[src/rtl/prr_pkg.sv]
package prr_pkg;

    localparam int NCAUSE = 3;

    localparam int CZ_CPU = 0;
    localparam int CZ_DMA = 1;
    localparam int CZ_PCI = 2;

    typedef enum logic [1:0] {
        SRC_CPU = 2'd0,
        SRC_DMA = 2'd1,
        SRC_PCI = 2'd2,
        SRC_RSV = 2'd3
    } rd_src_e;

    typedef struct packed {
        logic              hint;
        logic              data_err;
        logic              serr;
        logic [NCAUSE-1:0] cause_set;
    } resp_t;

    localparam resp_t RESP_NONE = '{hint: 1'b0, data_err: 1'b0, serr: 1'b0, cause_set: '0};

    function automatic logic [NCAUSE-1:0] cause_bit(input int idx);
        logic [NCAUSE-1:0] v;
        v = '0;
        v[idx] = 1'b1;
        return v;
    endfunction

endpackage

[src/rtl/prr_decode.sv]
module prr_decode
    import prr_pkg::*;
#(
    parameter int NUM_BANKS = 4,
    localparam int BANK_W = (NUM_BANKS > 1) ? $clog2(NUM_BANKS) : 1
) (
    input  logic [NUM_BANKS-1:0] par_en,
    input  logic                 rd_valid,
    input  logic [1:0]           rd_src,
    input  logic [BANK_W-1:0]    rd_bank,
    input  logic                 rd_wide,
    input  logic                 ext_err,
    output resp_t                resp
);

    logic bank_on;

    always_comb begin
        bank_on = par_en[rd_bank];
    end

    always_comb begin
        resp = RESP_NONE;
        if (rd_valid && bank_on) begin
            case (rd_src_e'(rd_src))
                SRC_CPU: begin
                    if (rd_wide) begin
                        resp.hint = 1'b1;
                    end else if (ext_err) begin
                        resp.data_err  = 1'b1;
                        resp.cause_set = cause_bit(CZ_CPU);
                    end
                end
                SRC_DMA: begin
                    if (ext_err) begin
                        resp.cause_set = cause_bit(CZ_DMA);
                    end
                end
                SRC_PCI: begin
                    if (ext_err) begin
                        resp.serr      = 1'b1;
                        resp.cause_set = cause_bit(CZ_PCI);
                    end
                end
                default: resp = RESP_NONE;
            endcase
        end
    end

endmodule

[src/rtl/prr_beat_reg.sv]
module prr_beat_reg
    import prr_pkg::*;
(
    input  logic  clk,
    input  logic  rst,
    input  resp_t resp_d,
    output logic  hint_q,
    output logic  data_err_q,
    output logic  serr_q
);

    always_ff @(posedge clk) begin
        if (rst) begin
            hint_q     <= 1'b0;
            data_err_q <= 1'b0;
            serr_q     <= 1'b0;
        end else begin
            hint_q     <= resp_d.hint;
            data_err_q <= resp_d.data_err;
            serr_q     <= resp_d.serr;
        end
    end

    // a system-error pulse never outlasts its beat unless the next beat also errs
    a_r5_serr_single: assert property (@(posedge clk) disable iff (rst)
        (serr_q && !resp_d.serr) |=> !serr_q);

    // hint and data error are never raised together
    a_r1_hint_excl: assert property (@(posedge clk) disable iff (rst)
        !(hint_q && data_err_q));

endmodule

[src/rtl/prr_cause_reg.sv]
module prr_cause_reg
    import prr_pkg::*;
(
    input  logic              clk,
    input  logic              rst,
    input  logic [NCAUSE-1:0] set_i,
    input  logic [NCAUSE-1:0] clr_i,
    input  logic [NCAUSE-1:0] mask_i,
    output logic [NCAUSE-1:0] cause_q,
    output logic              irq_o
);

    logic [NCAUSE-1:0] cause_d;
    logic [NCAUSE-1:0] live;

    always_comb begin
        cause_d = (cause_q & ~clr_i) | set_i;
        live    = cause_q & ~mask_i;
        irq_o   = |live;
    end

    always_ff @(posedge clk) begin
        if (rst) begin
            cause_q <= '0;
        end else begin
            cause_q <= cause_d;
        end
    end

    // a set cause survives unless its clear strobe is given
    a_r8_sticky: assert property (@(posedge clk) disable iff (rst)
        1'b1 |=> ((cause_q & $past(cause_q & ~clr_i)) == $past(cause_q & ~clr_i)));

    // a new set wins over a simultaneous clear
    a_r8_set_wins: assert property (@(posedge clk) disable iff (rst)
        (|set_i) |=> ((cause_q & $past(set_i)) == $past(set_i)));

    // all causes masked keeps the interrupt low
    a_r9_all_masked: assert property (@(posedge clk) disable iff (rst)
        (&mask_i) |-> !irq_o);

endmodule

[src/rtl/par_err_responder.sv]
module par_err_responder
    import prr_pkg::*;
#(
    parameter int NUM_BANKS = 4,
    localparam int BANK_W = (NUM_BANKS > 1) ? $clog2(NUM_BANKS) : 1
) (
    input  logic                 clk,
    input  logic                 rst,
    input  logic [NUM_BANKS-1:0] par_en,
    input  logic                 rd_valid,
    input  logic [1:0]           rd_src,
    input  logic [BANK_W-1:0]    rd_bank,
    input  logic                 rd_wide,
    input  logic                 ext_err,
    input  logic [2:0]           cause_clr,
    input  logic [2:0]           irq_mask,
    output logic                 cpu_chk_hint,
    output logic                 cpu_data_err,
    output logic                 pci_serr,
    output logic [2:0]           cause,
    output logic                 irq
);

    resp_t resp;

    prr_decode #(.NUM_BANKS(NUM_BANKS)) u_decode (
        .par_en   (par_en),
        .rd_valid (rd_valid),
        .rd_src   (rd_src),
        .rd_bank  (rd_bank),
        .rd_wide  (rd_wide),
        .ext_err  (ext_err),
        .resp     (resp)
    );

    prr_beat_reg u_beat (
        .clk        (clk),
        .rst        (rst),
        .resp_d     (resp),
        .hint_q     (cpu_chk_hint),
        .data_err_q (cpu_data_err),
        .serr_q     (pci_serr)
    );

    prr_cause_reg u_cause (
        .clk     (clk),
        .rst     (rst),
        .set_i   (resp.cause_set),
        .clr_i   (cause_clr),
        .mask_i  (irq_mask),
        .cause_q (cause),
        .irq_o   (irq)
    );

    // wide processor read from a parity bank hands checking to the processor
    a_r1_wide_hint: assert property (@(posedge clk) disable iff (rst)
        (rd_valid && rd_src == 2'd0 && rd_wide && par_en[rd_bank])
        |=> (cpu_chk_hint && !cpu_data_err));

    // narrow processor read never hints
    a_r2_narrow_no_hint: assert property (@(posedge clk) disable iff (rst)
        (rd_valid && rd_src == 2'd0 && !rd_wide) |=> !cpu_chk_hint);

    // narrow processor read with error flags data and records cause 0
    a_r3_narrow_err: assert property (@(posedge clk) disable iff (rst)
        (rd_valid && rd_src == 2'd0 && !rd_wide && par_en[rd_bank] && ext_err)
        |=> (cpu_data_err && cause[0]));

    // DMA error records cause 1 without the other strobes
    a_r4_dma_err: assert property (@(posedge clk) disable iff (rst)
        (rd_valid && rd_src == 2'd1 && par_en[rd_bank] && ext_err)
        |=> (cause[1] && !pci_serr && !cpu_data_err));

    // PCI error pulses system error and records cause 2
    a_r5_pci_err: assert property (@(posedge clk) disable iff (rst)
        (rd_valid && rd_src == 2'd2 && par_en[rd_bank] && ext_err)
        |=> (pci_serr && cause[2]));

    // a bank without parity produces no per-beat response
    a_r6_bank_off: assert property (@(posedge clk) disable iff (rst)
        (rd_valid && !par_en[rd_bank])
        |=> (!cpu_chk_hint && !cpu_data_err && !pci_serr));

    // no beat, no response
    a_r7_idle: assert property (@(posedge clk) disable iff (rst)
        !rd_valid |=> (!cpu_chk_hint && !cpu_data_err && !pci_serr));

    // outputs quiet right after reset
    a_r10_reset: assert property (@(posedge clk)
        $past(rst) |-> (!cpu_chk_hint && !cpu_data_err && !pci_serr && cause == 3'b000));

endmodule

[config.mk]
export PLATFORM = sky130hd
export DESIGN_NAME = par_err_responder
export DESIGN_NICKNAME = d
export VERILOG_FILES = /design/src/rtl/prr_pkg.sv /design/src/rtl/prr_decode.sv /design/src/rtl/prr_beat_reg.sv /design/src/rtl/prr_cause_reg.sv /design/src/rtl/par_err_responder.sv
export SDC_FILE = /design/constraint.sdc
export NUM_CORES = 1
export LEC_CHECK = 0
export ABC_AREA = 0
export CAP_MARGIN = 10
export CORE_AREA = 3 3 40 42
export CTS_CLUSTER_SIZE = 20
export DETAILED_ROUTE_END_ITERATION = 10
export DIE_AREA = 0 0 43 45
export PLACE_DENSITY = 0.61
export SYNTH_ARGS = -nofsm -noshare
export SYNTH_HDL_FRONTEND = slang
export SYNTH_SLANG_ARGS = --single-unit
[constraint.sdc]
create_clock -name clk -period 1.16 [get_ports clk]
set_input_delay 0.174 -clock clk [delete_from_list [all_inputs] [get_ports clk]]
set_output_delay 0.174 -clock clk [all_outputs]
set_load 0.1 [all_outputs]
==> flow_summary.json, run 1 <==
{
  "period_minus_slack_ps": 1180,
  "core_um2": 1280,
  "ys_seq_elements": 6,
  "p_leak_nw": 0.300,
  "place_inst": 70,
  "setup_slack_ps": -22.6,
  "hpwl_um": 747,
  "grt_first_pass_wirelength_mm": 1.39,
  "hold-path-cell-count": 2,
  "report.final.slew_viol_count": 0,
  "floorplan.rows": 13,
  "clk_pin_slew_worst_paths_ps": 50,
  "post_route_non_filler_standard_cell_count": 74,
  "synth_area_leaders": "dfxtp_1 43%, a2bb2oi_2 5.4%, mux2_4 5.4%",
  "fp.dieArea_um2": 1940,
  "htree_levels": 1,
  "layout-area-overhead-vs-synth_pct": 167,
  "remaining_drc_errors": 0,
  "layout-drive-gt1-share_pct": 49.2,
  "irDropWorstVdd_mv": 0.372,
  "synthCells": 26,
  "die-height_um": 45,
  "placement.io_buffers": 25,
  "violations_in_the_final_reports": "negative setup slack",
  "synth_fp_nets": 45,
  "design.portCount": 26,
  "synth-edff-count": 0,
  "outcome": "finished, violations left",
  "required_ps": 990,
  "pre_cts_ws_ps": -399,
  "critPathArrivalTime_ps": 1010,
  "timing.reg2reg.worst_path_depth": 3,
  "number_of_antenna_violations_at_the_first_check_in_global_routing": 0,
  "maxSlewHeadroom_pct": 83.9,
  "design.final.nets": 80,
  "maximum_number_of_pins_on_one_net_before_global_route_repair": 7,
  "route.detailed.wl_per_inst_um": 12.1,
  "grt_use_total_pct": 10.1,
  "synth_sequential_area_ratio_pct": 42.9,
  "finalHoldViolCount": 0,
  "hold_class": "input port to register",
  "clk_latency_ps": 240,
  "antennaDiodeCount": 0,
  "skew_ps": 0,
  "setup_viol": 1,
  "rsz_0062_raised_after_global_routing": "true",
  "post-synth-top-area-cell": "dfxtp_1",
  "detailroute.via_count": 347,
  "cts_root_buffer": "clkbuf_4",
  "final.fill_count": 108,
  "floorplan.initialDensity_pct": 21.8,
  "yosys.cell_count.top_type": "dfxtp_1",
  "mappedNetlistArea_um2": 280,
  "timing.final.crit_share_pct": 102,
  "grt_remaining_overflow": 0,
  "start_kind": "register",
  "synth_largest_type_area_fraction_pct": 42.9,
  "timing.critical_path.to_type": "output pin",
  "worstMarginPinSlew_ps": 240,
  "drt_first_iter_violations": 5,
  "ys_top_cells_by_count": "6 x dfxtp_1, 2 x inv_1, 2 x nand2b_1, 2 x nand3b_1, 2 x nor2_1",
  "cts_tree": "built",
  "critical_path_peak_fanout": 2,
  "number_of_detailed_route_iterations_in_the_first_pass": 3,
  "numCtsBuffers": 3,
  "route.final.wire_length_um": 898,
  "via_count_of_the_first_global_routing_pass": 358,
  "post_drt_via_cell_ratio": 4.69,
  "floorplan.die.width_um": 43,
  "ctsLongestPathBuffers": 2,
  "post_synth.cell_area_avg_um2": 10.8,
  "achievable-frequency_mhz": 846,
  "async_flop_share_pct": 0,
  "cts_sinks": 6,
  "place_congestion": 0.777,
  "postSynth.topFlopCell": "dfxtp_1",
  "cp_class": "register to output pin",
  "ys_warn_count": 0,
  "cts_hold_repair.buffers": 0,
  "synth_cell_types": 17,
  "max-cap-violations": 0,
  "power_per_cell_area_nw_per_um2": 755,
  "number_of_routed_nets_with_antenna_violations": 0
}
## path summary, 6_finish.rpt
| check | start | to | slack [ps] |
|---|---|---|---|
| min reg2reg | u_cause.cause_q[2] | u_cause.cause_q[2] | 540 |
| min | cause_clr[0] | u_cause.cause_q[0] | 470 |
| max reg2reg | u_cause.cause_q[1] | u_cause.cause_q[1] | 250 |
| max | u_cause.cause_q[1] | irq | -20 |
## layout by cell type (no fill, tap or decap)
master           instances
clkdlybuf4s50_1         14
clkbuf_4                 3
nand2b_1                 1
nand3b_1                 2
nor2_1                   2
nor3b_2                  1
dfxtp_2                  1
buf_4                    5
a2bb2oi_4                1
o31ai_1                  1
dlymetal6s2s_1           3
dfxtp_1                  3
o22ai_2                  1
inv_2                    1
mux2_4                   1
mux2i_2                  1
dfxtp_4                  2
inv_4                    1
or3_1                    1
o32ai_1                  1
nand2b_4                 1
dlygate4sd2_1            1
buf_12                   7
nand2_1                  1
o221ai_4                 1
or4b_4                   1
nor4b_2                  1
## power breakdown
part | total, mW | internal, mW | switching (mW)
Sequential | 0.208 | 0.206 | 0.00278
Clock | 0.194 | 0.117 | 0.0769
Combinational | 0.162 | 0.0986 | 0.0637
## metrics by stage
stage	power (mW)	TNS, ps	hold WS (ps)	instance area, um2	utilization (%)
4_1_cts	0.569	-55.9	463	732	57.0
3_5_place_dp	0.363	-2170	520	676	52.6
6_report	0.565	-22.6	465	748	58.2
3_3_place_gp	0.362	-2080	518	676	52.6
2_1_floorplan	0.264	-211	251	307	-
5_1_grt	0.589	-50.3	471	748	58.2
## final cells by class
cell class              instances  area (um2)  share of cell area, %
multi-input cells              18         204                   27.3
inverters                       2        10.0                   1.34
clock buffers                   3        22.5                   3.01
flip-flops and latches          6         129                   17.2
well taps                      15        18.8                   2.51
repair buffers                 30         364                   48.7
## what timing repair did
item	in CTS	in global routing
endpoints found under the setup margin	7	3
pin swaps	2	2
setup buffers	1	0
resized for setup	5	5
## per-layer routing
metal  up-vias  wire, um  GRT usage (%)
li1        168         -              -
met3         2        75           1.99
met2        19       502           19.8
met4         0        12           7.23
met1       158       307           9.20
met5         -         0              0
## cells by family after synthesis
| kind of cell | Yosys count | share of synthesized area, % |
|---|---|---|
| buffers and inverters | 2 | 2.68 |
| flip-flops | 6 | 42.9 |
| multiplexers | 2 | 8.93 |
| AND/OR/NAND/NOR | 11 | 26.8 |
| AO/OA/AOI/OAI | 5 | 18.7 |
## critical path, cell delays in order, from the launching register on
cell and delay, ps:
dfxtp_4 340, inv_2 40, o221ai_4 180, buf_12 200
## registers in the layout (all words and copies together), names as in the netlist
signal             count
u_beat.data_err_q      1
u_beat.serr_q          1
u_cause.cause_q        3
u_beat.hint_q          1
No activity file was read; power rests on OpenSTA's default activity.
==> run 2, diff against run 1 <==
- ABC_AREA: 0 -> 1
- CORE_AREA: 3 3 40 42 -> 4 4 41 43
- DIE_AREA: 0 0 43 45 -> 0 0 45 47
- PLACE_DENSITY: 0.61 -> 0.65
==> flow_summary.json, run 2 <==
{
  "floorplan.rows": 13,
  "final.fill_count": 125,
  "mappedNetlistArea_um2": 324,
  "synth_cell_types": 12,
  "ys_warn_count": 0,
  "fin_tns_setup_ps": -55.3,
  "core_um2": 1300,
  "required_ps": 990,
  "synth_compound_gate_area_share_pct": 2.70,
  "report.final.slew_viol_count": 0,
  "grt_remaining_overflow": 0,
  "critical_path_peak_fanout": 2,
  "skew_ps": 0,
  "timing.critical_path.to_type": "output pin",
  "layout-area-overhead-vs-synth_pct": 127,
  "post-synth-top-area-cell": "dfxtp_1",
  "design.portCount": 26,
  "fp.dieArea_um2": 2120,
  "setup_viol": 1,
  "start_kind": "register",
  "synth_largest_type_area_fraction_pct": 37.1,
  "violations_in_the_final_reports": "negative setup slack",
  "rsz_0062_raised_after_global_routing": "true",
  "fin_worst_hold_slack_ps": 509,
  "clk_latency_ps": 250,
  "synth_top_family_by_area": "simple AND/OR/NAND/NOR gates",
  "worstMarginPinSlew_ps": 217,
  "cts_sinks": 6,
  "maxSlewHeadroom_pct": 85.5,
  "die-height_um": 47,
  "hpwl_um": 805,
  "number_of_antenna_violations_at_the_first_check_in_global_routing": 0,
  "drt_first_iter_violations": 7,
  "hold_class": "register to register",
  "ctsLongestPathBuffers": 2,
  "top_register": "u_cause.cause_q",
  "timing.final.crit_share_pct": 105,
  "htree_levels": 1,
  "critPathArrivalTime_ps": 1040,
  "detailroute.via_count": 395,
  "floorplan.initialDensity_pct": 24.9,
  "synth_sequential_area_ratio_pct": 37.1,
  "route.detailed.wl_per_inst_um": 9.76,
  "number_of_detailed_route_iterations_in_the_first_pass": 4,
  "cts_hold_repair.buffers": 0,
  "power_mw": 0.570,
  "synthXorXnorAreaFrac_pct": 0,
  "synth_adder_area_share_pct": 0,
  "clk_pin_slew_worst_paths_ps": 50,
  "ys_seq_elements": 6,
  "route.final.wire_length_um": 908,
  "yosys.cell_count.top_type": "nand2_1",
  "cts_root_buffer": "clkbuf_4",
  "maximum_number_of_pins_on_one_net_before_global_route_repair": 5,
  "irDropWorstVdd_mv": 0.335,
  "layout.cells.most_common": "clkdlybuf4s50_1",
  "layout-drive-gt1-share_pct": 30.8,
  "place_congestion": 0.710,
  "antennaDiodeCount": 0,
  "outcome": "finished, violations left",
  "via_count_of_the_first_global_routing_pass": 389,
  "mostFrequentLayoutCells": "15 x clkdlybuf4s50_1, 11 x nand2_1, 9 x inv_1",
  "setup_slack_ps": -55.3,
  "synth-edff-count": 0,
  "numCtsBuffers": 3,
  "grt_use_total_pct": 11.0,
  "ys_top_cells_by_count": "12 x nand2_1, 11 x inv_1, 6 x dfxtp_1, 6 x nor2_1, 3 x nand4_1",
  "achievable-frequency_mhz": 823,
  "placement.io_buffers": 25,
  "post_drt_via_cell_ratio": 4.25,
  "floorplan.die.width_um": 45,
  "post_synth.cell_area_avg_um2": 6.89,
  "largest_reg_flops": 3,
  "pre_cts_ws_ps": -95.0,
  "max-cap-violations": 0,
  "async_flop_share_pct": 0,
  "synth_fp_nets": 66,
  "grt_first_pass_wirelength_mm": 1.51,
  "power_per_cell_area_nw_per_um2": 774,
  "remaining_drc_errors": 0,
  "synth_simple_gate_area_share_pct": 46.3,
  "synthCells": 47,
  "cp_class": "register to output pin",
  "p_leak_nw": 0.359,
  "synth.area.mux_share_pct": 0,
  "finalHoldViolCount": 0,
  "synth_area_leaders": "dfxtp_1 37%, nand2_1 14%, inv_1 13%",
  "period_minus_slack_ps": 1220,
  "cts_tree": "built",
  "postSynth.topFlopCell": "dfxtp_1",
  "number_of_routed_nets_with_antenna_violations": 0,
  "design.final.nets": 98
}
-- run 2: cell count changes after synthesis, sizes merged, moves of 2 or more --
| cell | before | now |
|---|---|---|
| nand4 | 0 | 3 |
| nor2 | 2 | 7 |
| nand2b | 2 | 0 |
| inv | 2 | 12 |
| nand2 | 1 | 13 |
| nand3 | 0 | 4 |
-- run 2: layout make-up --
| type | count | area [um2] | share of cell area [%] |
|---|---|---|---|
| Clock buffer | 4 | 26.3 | 3.57 |
| Timing Repair Buffer | 27 | 335 | 45.6 |
| Multi-Input combinational cell | 29 | 179 | 24.3 |
| Tap cell | 15 | 18.8 | 2.55 |
| Inverter | 12 | 47.5 | 6.46 |
| Sequential cell | 6 | 129 | 17.5 |
-- run 2: logic make-up after synthesis --
kind of cell,Yosys count
and+or+nand+nor,28
AOI/OAI and AO/OA,1
DFF,6
buffers and inverters,12
-- run 2: where the power goes --
part / internal, mW / total, mW / switching [mW]
Clock: 0.131 / 0.215 / 0.0839
Sequential: 0.205 / 0.208 / 0.00273
Combinational: 0.0786 / 0.147 / 0.0681
Total: 0.415 / 0.570 / 0.155
-- run 2: path summary, 6_finish.rpt --
path	from	to	slack (ps)	depth (start not counted)
min reg2reg	u_cause.cause_q[2]	u_cause.cause_q[2]	510	2
min	u_cause.cause_q[2]	u_cause.cause_q[2]	510	2
max	u_cause.cause_q[0]	irq	-60	3
max reg2reg	u_cause.cause_q[0]	u_cause.cause_q[0]	390	5
-- run 2: layer usage --
metal  track usage (%)  wire length, um  part of all wire, %  vias up
li1                  -                -                    -      205
met1              7.52              277                   31      167
met2              21.5              492                   54       20
met3              4.60              117                   13        3
met4              10.5               21                  2.3        0
met5                 0                0                    0        -
-- run 2: repair_timing --
| action | in CTS | in global routing |
|---|---|---|
| pin swaps | 1 | 0 |
| setup endpoints to repair | 1 | 1 |
| gates resized for setup | 3 | 1 |
| buffers inserted | 2 | 0 |
-- run 2: through the flow --
stage	std cells	area, um2	util [%]
3_5_place_dp	87	692	53.2
5_1_grt	93	736	56.5
6_report	93	736	56.5
4_1_cts	93	733	56.3
3_3_place_gp	87	692	53.2
2_1_floorplan	47	353	-
-- run 2: worst max-delay path, stage by stage, from the launching register on --
cell and delay, ps:
dfxtp_4 350, inv_4 40, o221ai_4 190, buf_12 200
